## src/rtl/ppa_pkg.sv

```systemverilog
package ppa_pkg;

  typedef enum logic [2:0] {
    CMD_NOP     = 3'b000,
    CMD_ALLOC   = 3'b001,
    CMD_RESET   = 3'b010,
    CMD_REMOVE  = 3'b011,
    CMD_RELFREE = 3'b100,
    CMD_FREEPKT = 3'b101,
    CMD_ENQ     = 3'b110,
    CMD_RSTTX   = 3'b111
  } ppa_cmd_e;

  typedef enum logic [1:0] {
    ST_IDLE  = 2'd0,
    ST_ALLOC = 2'd1,
    ST_FREE1 = 2'd2,
    ST_FREE2 = 2'd3
  } ppa_state_e;

  typedef struct packed {
    logic doAlloc;
    logic doFree;
    logic popRx;
    logic pushTx;
    logic clrTx;
    logic clrAll;
  } ppa_strobe_t;

  localparam int unsigned RESULT_FAIL = 8'h80;

endpackage

```

## src/rtl/ppa_queue.sv

```systemverilog
module ppa_queue #(
  parameter int W     = 6,
  parameter int DEPTH = 8
) (
  input  logic         clk,
  input  logic         rst_n,
  input  logic         clear,
  input  logic         push,
  input  logic [W-1:0] pushData,
  input  logic         pop,
  output logic         empty,
  output logic         full,
  output logic [W-1:0] head
);
  localparam int PTR_W = (DEPTH > 1) ? $clog2(DEPTH) : 1;
  localparam int CNT_W = $clog2(DEPTH + 1);
  localparam logic [PTR_W-1:0] LAST = PTR_W'(DEPTH - 1);

  logic [W-1:0]     mem [DEPTH];
  logic [PTR_W-1:0] rdPtr, wrPtr;
  logic [CNT_W-1:0] count;
  logic             doPop, doPush;

  assign empty  = (count == '0);
  assign full   = (count == CNT_W'(DEPTH));
  assign doPop  = pop && !empty;
  assign doPush = push && (!full || doPop);
  assign head   = empty ? '0 : mem[rdPtr];

  always_ff @(posedge clk) begin
    if (!rst_n || clear) begin
      rdPtr <= '0;
      wrPtr <= '0;
      count <= '0;
    end else begin
      if (doPush) begin
        mem[wrPtr] <= pushData;
        wrPtr      <= (wrPtr == LAST) ? '0 : wrPtr + 1'b1;
      end
      if (doPop) rdPtr <= (rdPtr == LAST) ? '0 : rdPtr + 1'b1;
      if (doPush && !doPop)      count <= count + 1'b1;
      else if (doPop && !doPush) count <= count - 1'b1;
    end
  end
endmodule

```

## src/rtl/ppa_ctrl.sv

```systemverilog
module ppa_ctrl
  import ppa_pkg::*;
#(
  parameter int PKT_W = 6,
  parameter int REQ_W = 5
) (
  input  logic             clk,
  input  logic             rst_n,
  input  logic             cmdValid,
  input  logic [7:0]       cmdWord,
  input  logic [PKT_W-1:0] pktNum,
  input  logic             rxEmpty,
  input  logic [PKT_W-1:0] rxHead,
  output ppa_strobe_t      strb,
  output logic [PKT_W-1:0] opNum,
  output logic [REQ_W-1:0] reqCode,
  output logic             busy,
  output logic             idle
);
  ppa_state_e state;
  ppa_cmd_e   code;
  logic       accept;

  assign code   = ppa_cmd_e'(cmdWord[7:5]);
  assign idle   = (state == ST_IDLE);
  assign busy   = (state == ST_FREE1) || (state == ST_FREE2);
  assign accept = cmdValid && idle;

  always_comb begin
    strb = '0;
    if (accept) begin
      unique case (code)
        CMD_RESET:   strb.clrAll = 1'b1;
        CMD_REMOVE,
        CMD_RELFREE: strb.popRx  = !rxEmpty;
        CMD_ENQ:     strb.pushTx = 1'b1;
        CMD_RSTTX:   strb.clrTx  = 1'b1;
        default:     ;
      endcase
    end
    strb.doAlloc = (state == ST_ALLOC);
    strb.doFree  = (state == ST_FREE1);
  end

  always_ff @(posedge clk) begin
    if (!rst_n) begin
      state   <= ST_IDLE;
      opNum   <= '0;
      reqCode <= '0;
    end else begin
      unique case (state)
        ST_IDLE: if (accept) begin
          if (code == CMD_ALLOC) begin
            state   <= ST_ALLOC;
            reqCode <= cmdWord[REQ_W-1:0];
          end else if (code == CMD_FREEPKT) begin
            state <= ST_FREE1;
            opNum <= pktNum;
          end else if (code == CMD_RELFREE && !rxEmpty) begin
            state <= ST_FREE1;
            opNum <= rxHead;
          end
        end
        ST_ALLOC: state <= ST_IDLE;
        ST_FREE1: state <= ST_FREE2;
        ST_FREE2: state <= ST_IDLE;
        default:  state <= ST_IDLE;
      endcase
    end
  end
endmodule

```

## src/rtl/ppa_datapath.sv

```systemverilog
module ppa_datapath
  import ppa_pkg::*;
#(
  parameter int NUM_PAGES = 32,
  parameter int MAX_PKTS  = 32,
  parameter int PKT_W     = 6,
  parameter int REQ_W     = 5,
  parameter int QDEPTH    = 8
) (
  input  logic             clk,
  input  logic             rst_n,
  input  ppa_strobe_t      strb,
  input  logic [PKT_W-1:0] opNum,
  input  logic [REQ_W-1:0] reqCode,
  input  logic [PKT_W-1:0] pktNum,
  input  logic             rxPush,
  input  logic [PKT_W-1:0] rxPushNum,
  input  logic             txPop,
  output logic [7:0]       allocResult,
  output logic             allocDone,
  output logic [7:0]       freePages,
  output logic             rxEmpty,
  output logic [PKT_W-1:0] rxHead,
  output logic             txEmpty,
  output logic [PKT_W-1:0] txHead
);
  localparam int IDX_W = (MAX_PKTS > 1) ? $clog2(MAX_PKTS) : 1;
  localparam int CNT_W = REQ_W + 1;

  logic [MAX_PKTS-1:0] live;
  logic [CNT_W-1:0]    pageCnt [MAX_PKTS];
  logic [7:0]          freeCnt;
  logic [IDX_W-1:0]    pick, opIdx;
  logic                found, allocOk, freeOk;
  logic [CNT_W-1:0]    need;
  logic                rxFull, txFull;

  always_comb begin
    pick  = '0;
    found = 1'b0;
    for (int i = MAX_PKTS - 1; i >= 0; i--) begin
      if (!live[i]) begin
        pick  = IDX_W'(i);
        found = 1'b1;
      end
    end
  end

  assign need    = {1'b0, reqCode} + 1'b1;
  assign allocOk = found && (freeCnt >= 8'(need));
  assign opIdx   = opNum[IDX_W-1:0];
  assign freeOk  = (32'(opNum) < MAX_PKTS) && live[opIdx];
  assign freePages = freeCnt;

  always_ff @(posedge clk) begin
    if (!rst_n || strb.clrAll) begin
      live        <= '0;
      freeCnt     <= 8'(NUM_PAGES);
      allocResult <= 8'(RESULT_FAIL);
      allocDone   <= 1'b0;
      for (int i = 0; i < MAX_PKTS; i++) pageCnt[i] <= '0;
    end else begin
      allocDone <= strb.doAlloc;
      if (strb.doAlloc) begin
        if (allocOk) begin
          live[pick]    <= 1'b1;
          pageCnt[pick] <= need;
          freeCnt       <= freeCnt - 8'(need);
          allocResult   <= 8'(pick);
        end else begin
          allocResult <= 8'(RESULT_FAIL);
        end
      end else if (strb.doFree && freeOk) begin
        live[opIdx] <= 1'b0;
        freeCnt     <= freeCnt + 8'(pageCnt[opIdx]);
      end
    end
  end

  ppa_queue #(.W(PKT_W), .DEPTH(QDEPTH)) u_rxq (
    .clk(clk), .rst_n(rst_n), .clear(strb.clrAll),
    .push(rxPush), .pushData(rxPushNum), .pop(strb.popRx),
    .empty(rxEmpty), .full(rxFull), .head(rxHead)
  );

  ppa_queue #(.W(PKT_W), .DEPTH(QDEPTH)) u_txq (
    .clk(clk), .rst_n(rst_n), .clear(strb.clrAll || strb.clrTx),
    .push(strb.pushTx), .pushData(pktNum), .pop(txPop),
    .empty(txEmpty), .full(txFull), .head(txHead)
  );

  logic unusedFull;
  assign unusedFull = rxFull ^ txFull;
endmodule

```

## src/rtl/pkt_page_alloc.sv

```systemverilog
module pkt_page_alloc
  import ppa_pkg::*;
#(
  parameter int NUM_PAGES = 32,
  parameter int MAX_PKTS  = 32,
  parameter int PKT_W     = 6,
  parameter int QDEPTH    = 8
) (
  input  logic             clk,
  input  logic             rst_n,
  input  logic             cmdValid,
  input  logic [7:0]       cmdWord,
  input  logic [PKT_W-1:0] pktNum,
  input  logic             rxPush,
  input  logic [PKT_W-1:0] rxPushNum,
  input  logic             txPop,
  output logic             busy,
  output logic             allocDone,
  output logic [7:0]       allocResult,
  output logic [15:0]      memInfo,
  output logic [15:0]      fifoPorts
);
  localparam int REQ_W = 5;

  ppa_strobe_t      strb;
  logic [PKT_W-1:0] opNum, rxHead, txHead;
  logic [REQ_W-1:0] reqCode;
  logic             rxEmpty, txEmpty, ctrlIdle;
  logic [7:0]       freePages;

  ppa_ctrl #(.PKT_W(PKT_W), .REQ_W(REQ_W)) u_ctrl (
    .clk(clk), .rst_n(rst_n), .cmdValid(cmdValid), .cmdWord(cmdWord),
    .pktNum(pktNum), .rxEmpty(rxEmpty), .rxHead(rxHead),
    .strb(strb), .opNum(opNum), .reqCode(reqCode),
    .busy(busy), .idle(ctrlIdle)
  );

  ppa_datapath #(
    .NUM_PAGES(NUM_PAGES), .MAX_PKTS(MAX_PKTS), .PKT_W(PKT_W),
    .REQ_W(REQ_W), .QDEPTH(QDEPTH)
  ) u_dp (
    .clk(clk), .rst_n(rst_n), .strb(strb), .opNum(opNum), .reqCode(reqCode),
    .pktNum(pktNum), .rxPush(rxPush), .rxPushNum(rxPushNum), .txPop(txPop),
    .allocResult(allocResult), .allocDone(allocDone), .freePages(freePages),
    .rxEmpty(rxEmpty), .rxHead(rxHead), .txEmpty(txEmpty), .txHead(txHead)
  );

  assign memInfo   = {freePages, 8'(NUM_PAGES)};
  assign fifoPorts = {rxEmpty, 7'(rxHead), txEmpty, 7'(txHead)};
endmodule

```

## config.mk

```make
export PLATFORM = sky130hd
export DESIGN_NAME = pkt_page_alloc
export DESIGN_NICKNAME = d
export VERILOG_FILES = /design/src/rtl/ppa_pkg.sv /design/src/rtl/ppa_queue.sv /design/src/rtl/ppa_ctrl.sv /design/src/rtl/ppa_datapath.sv /design/src/rtl/pkt_page_alloc.sv
export SDC_FILE = /design/constraint.sdc
export NUM_CORES = 1
export LEC_CHECK = 0
export BUFFER_PORTS_ARGS = -buffer_cell sky130_fd_sc_hd__buf_2
export CAP_MARGIN = 20
export CORE_MARGIN = 1
export CORE_UTILIZATION = 56
export DETAILED_ROUTE_END_ITERATION = 8
export HOLD_SLACK_MARGIN = 0.15
export PLACE_DENSITY_LB_ADDON = 0.25
export SYNTH_ARGS = -nofsm -noshare
export SYNTH_HDL_FRONTEND = slang
export SYNTH_SLANG_ARGS = --single-unit
export TNS_END_PERCENT = 30
```

## constraint.sdc

```tcl
create_clock -name clk -period 3.69 [get_ports clk]
set_input_delay 0.1845 -clock clk [delete_from_list [all_inputs] [get_ports clk]]
set_output_delay 0.1845 -clock clk [all_outputs]
set_load 0.01 [all_outputs]
```

After elaboration in Yosys (flattened, before gate mapping)
Memory sizes are Yosys's and may differ from the RTL's. A register that Yosys moved wholly into a read port is not among the register bits. Cells that the tools add are included.

Register bits after elaboration: 82. Bits in writable memories: 288. Output and inout port bits: 42. Memories: 3.

Add/sub/neg operators: 11. $lt $le $gt $ge: 6. Equality and inequality tests: 19. Multiplexer cells: 120. Bitwise operators: 4. Reductions and logical operators: 44.

Memory list: u_dp.pageCnt (depth 32, bits a word 6, read ports 1, clocked after memory_dff 1, write ports 32, RTL line ppa_datapath.sv:31) `logic [CNT_W-1:0] pageCnt [MAX_PKTS];`; u_dp.u_rxq.mem (depth 8, bits a word 6, read ports 1, clocked after memory_dff 1, write ports 1, RTL line ppa_queue.sv:19) `logic [W-1:0] mem [DEPTH];`; u_dp.u_txq.mem (depth 8, bits a word 6, read ports 1, clocked after memory_dff 1, write ports 1, RTL line ppa_queue.sv:19).

Operators by type and width (count): 5-bit 2-to-1 mux (35); 32-bit 2-to-1 mux (3); 1-bit 2-to-1 mux (52); 32-bit bitwise AND (1); 8-bit 2-to-1 mux (4); 32-bit inverter (1); 32-bit bitwise OR (1); 6-bit 2-to-1 mux (5); 3-bit == test (second input constant) (8); 3-bit 2-to-1 mux (8); 4-bit 2-to-1 mux (5); 1-bit logical AND (15); 3-bit by 1-bit adder with 3-bit output (second input constant) (4); 5-bit by 6-bit less-than comparator with 1-bit output (second input constant) (2); 1-bit demux with 5-bit select (2); 5-bit by 1-bit greater-or-equal comparator with 1-bit output (second input constant) (2); 1-bit logical NOT (9); 4-bit by 1-bit adder with 4-bit output (second input constant) (2); 8-bit by 6-bit adder with 8-bit output (1); 4-bit == test (second input constant) (2); 8-bit by 6-bit greater-or-equal comparator with 1-bit output (1); 4-bit logical NOT (2); 2-bit 2-to-1 mux (4); 2-bit nonzero test (4); other kinds (20) (31).

Logic depth before layout (Yosys ltp)
Depth after elaboration: 39. Gate-level depth with buffers: 15. Mapped depth without buffers: 13.

Modules after synthesis
From an unflattened synthesis, not the netlist that was laid out.

Cell total of the unflattened synthesis: 1411. Area total of the unflattened synthesis: 18226.2 µm².

By module, submodules not included: ppa_datapath (instances 1, cells an instance 1002, area an instance 12328.1 µm²); ppa_queue (instances 2, cells an instance 156, area an instance 2537.4 µm²); ppa_ctrl (instances 1, cells an instance 83, area an instance 725.7 µm²); pkt_page_alloc (instances 1, cells an instance 14, area an instance 97.6 µm²).

Worst setup path after synthesis
Ideal clock, no wire load.

Kind: reg2reg. Start point: register u_ctrl.reqCode[0]. End point: memory u_dp.pageCnt[0][0] in the netlist's numbering (enable). Library setup time: 377 ps. Arrival: 3298 ps. Required time: 3313 ps. Setup slack: 15 ps. Cell stages (with the launch flop): 13. Period minus slack after synthesis: 3675 ps. Cells stage by stage: dfxtp_1 clkbuf_1 nand3_1 xor2_1 clkbuf_1 ha_1 a41oi_1 a31oi_1 o41ai_1 a21o_1 nor3_2 nand2_1 o21ai_0.

RTL lines: from (decl) (RTL line ppa_ctrl.sv:16) `output logic [REQ_W-1:0] reqCode,`; from (signal assigned) (RTL line ppa_ctrl.sv:55) `reqCode <= cmdWord[REQ_W-1:0];`; to (decl) (RTL line ppa_datapath.sv:31).

==> impl_metrics.ini <==
[yosys]
synth_xor_area_share_pct = 0.552
ys_seq_area_share_pct = 60.0
yosys.area.top_type_share_pct = 49.5
yosys-top-cells-area = edfxtp_1, mux4_2, dfxtp_1
synth.avg_cell_area_sq_um = 12.7
synthSimpleGateAreaFrac_pct = 13.6
synth_area_leader_cell = edfxtp_1
ys_seq_elements = 379
async_flop_share_pct = 0
synth_top_family_by_area = simple AND/OR/NAND/NOR gates
synth_edf_count = 288
synth_fa_ha_area_share_pct = 2.39
syn_inst = 1376
synthFlopType = edfxtp_1
synth.area.mux_share_pct = 13.4
synth_area_sq_um = 17500
synth-compound-area-share_pct = 6.83
ys_top_cells_by_count = edfxtp_1, nor2_1, nand2_1, dfxtp_1, mux4_2
ys_warn_count = 0
yosysMostFrequentCell = edfxtp_1
synth_cell_type_count = 73

[die]
die_w_microns = 179
row_count = 64
fp.coreArea_sq_um = 30700
start_util_pct = 56.9
pin_count = 67
dieArea_sq_um = 31900
dieHeight_microns = 179

[sta]
final.min_clock_period_ps = 3630
clock_skew_ps = 28.7
finalSetupViolations = 0
hold_viol_final = 0
holdWs_ps = 195
rsz0062_at_grt = yes
clock.fmax_ghz = 0.275
maxSlewHeadroom_pct = 32.1
finalCritPeriodShare_pct = 98.4
slew_violations = 0
worst_slew_pin_slew_ps = 1010

[finish]
n_antenna_cell = 0
final_cell_area_sq_um = 20200
syn_to_final_growth_pct = 15.7
finalNonFillerCells = 1939
post-route-util_pct = 65.9
final_nets = 1570
drive_gt1_share_pct = 21.8

[global_route]
antenna_found_initial = 1
global_route.overflow_total = 0
grt_pass1_vias = 11900
grt_use_total_pct = 29.9
grt_pass1_wl_microns = 70000
grt_max_degree = 49

[power]
power.total_mw = 10.2
ir_drop_mv = 0.437
power_density_nw_per_um2 = 504
p_leak_nw = 7.10

[min_path]
min_to = u_dp.u_rxq.wrPtr[1]$_SDFFE_PP0P_
hp-start = rxPush
hold_depth = 4
hold_class = input port to flop

[routing]
num_vias = 12200
drc = 0
firstDrtPassIters = 7
drtIter0Drc = 1618
wl_microns = 46000
vias_per_cell = 6.27
ant_nets = 0
wl_per_cell_microns = 23.7

[clock_tree]
cts_root_buf = clkbuf_16
cts_tree = built
cts_buffers = 38
numClockSinks = 379
clk_latency_ps = 540
clkTransAtPathRegs_ps = 60
htree_levels = 2
clk_path_buf_depth = 3

[placement]
place_inst = 1832
dp_hpwl_microns = 31600
gp_congestion = 0.956
port-buffer-count = 54
post_dp_cell_area_sq_um = 18600

[outcome]
status = finished, final reports clean

[setup_path]
worstSetupPathType = flop to flop
cp_data_arrival_time_ps = 4030
critPathMaxFanout = 10
reg2reg_slack_ps = 60
critPathLaunchType = flop
worstPathRequired_ps = 4090
r2r_cells = 14
reg2reg_to = u_dp.freePages[7]$_SDFFE_PP0P_
crit_path_end_kind = flop

[flow_run]
cap_violations = 0
-- area by class of cell --
class	count	area, sq um
flip-flops and latches	379	10500
well taps	396	495
fillers	2201	10500
repair buffers	182	1380
clock buffers	56	1110
inverters	29	109
multi-input cells	884	6560
clock inverters	13	78.8
-- kinds of logic after synthesis --
family                     count (synthesis)
muxes                                    126
AOI/OAI and AO/OA                        174
other                                      2
xor gates and xnor gates                  11
DFF                                      379
buffers and inverters                    123
adders and majority gates                 31
and+or+nand+nor                          530
-- flip-flops by register name, summed over array words and instances (netlist names), 3 cells and up, named ones only --
| name | cells |
|---|---|
| u_dp.pageCnt | 192 |
| u_dp.u_rxq.mem | 48 |
| u_dp.u_txq.mem | 48 |
| u_dp.live | 32 |
| u_dp.freePages | 8 |
| u_ctrl.opNum | 6 |
| u_dp.allocResult | 6 |
| u_ctrl.reqCode | 5 |
| u_dp.u_rxq.count | 4 |
| u_dp.u_txq.count | 4 |
| u_dp.u_rxq.rdPtr | 3 |
| u_dp.u_rxq.wrPtr | 3 |
| u_dp.u_txq.rdPtr | 3 |
| u_dp.u_txq.wrPtr | 3 |
-- metal layers --
metal / GRT usage, % / part of all wire [%]
met5: 0 / 0.026
met4: 9.99 / 3.2
met3: 6.22 / 10
met2: 47.2 / 48
met1: 41.6 / 39
-- cells in the final DEF (no fill, tap or decap), types with 5 or more instances in the layout --
master,count
a21boi_0,7
a21oi_1,31
and3_1,14
buf_12,5
buf_2,55
buf_4,93
clkbuf_1,10
clkbuf_16,39
clkbuf_8,7
clkinv_1,6
clkinv_2,6
conb_1,12
dfxtp_1,89
dlygate4sd3_1,27
edfxtp_1,288
ha_1,26
inv_1,27
mux2i_1,34
mux4_2,86
nand2_1,107
nand2b_1,21
nand3_1,34
nand4_1,13
nor2_1,253
nor2b_1,6
nor3_1,36
o211a_1,9
o21ai_0,39
o21ai_1,8
o221a_2,5
o22ai_1,16
or3_1,14
-- critical path, cell delays in order (launching register included) --
cell and delay, ps:
dfxtp_4 440, buf_12 170, mux4_2 520, mux4_2 530, mux2i_2 230, buf_4 170
inv_1 40, ha_1 260, a21oi_1 240, a2bb2oi_2 210, a21oi_2 90, o211a_1 210
a21oi_1 170, or3_1 140, a21oi_1 60
-- where the power goes --
group          switching [mW]  leakage (nW)  internal [mW]
sequential              0.183          3.61           4.76
combinational           0.852          2.90          0.705
clock                    1.59         0.588           2.09
total                    2.62          7.10           7.56
-- worst max path at each step --
stage	slack (ps)	endpoint
global placement	-20	u_dp.freePages[7]$_SDFFE_PP0P_
floorplan	10	u_dp.pageCnt[0][0]$_SDFFCE_PN0P_
detailed placement	1	u_dp.freePages[7]$_SDFFE_PP0P_
CTS	20	u_dp.freePages[7]$_SDFFE_PP0P_
global route	-40	u_dp.freePages[7]$_SDFFE_PP0P_
finish	60	u_dp.freePages[7]$_SDFFE_PP0P_
-- through the flow --
stage	TNS (ps)	setup slack (ps)
floorplan	0	15.0
global placement	-15.2	-15.2
detailed placement	0	1.03
CTS	0	18.4
global route	-43.2	-37.1
finish	0	59.3
-- timing repair --
item,4_1_cts,5_1_grt
gates cloned,1,0
hold buffers,27,0
setup endpoints to repair,1,52
pin swaps,0,1
resized for setup,1,10
hold endpoints to repair,114,0
buffers inserted,0,8
Note: power is estimated with default switching activity, not from simulation.
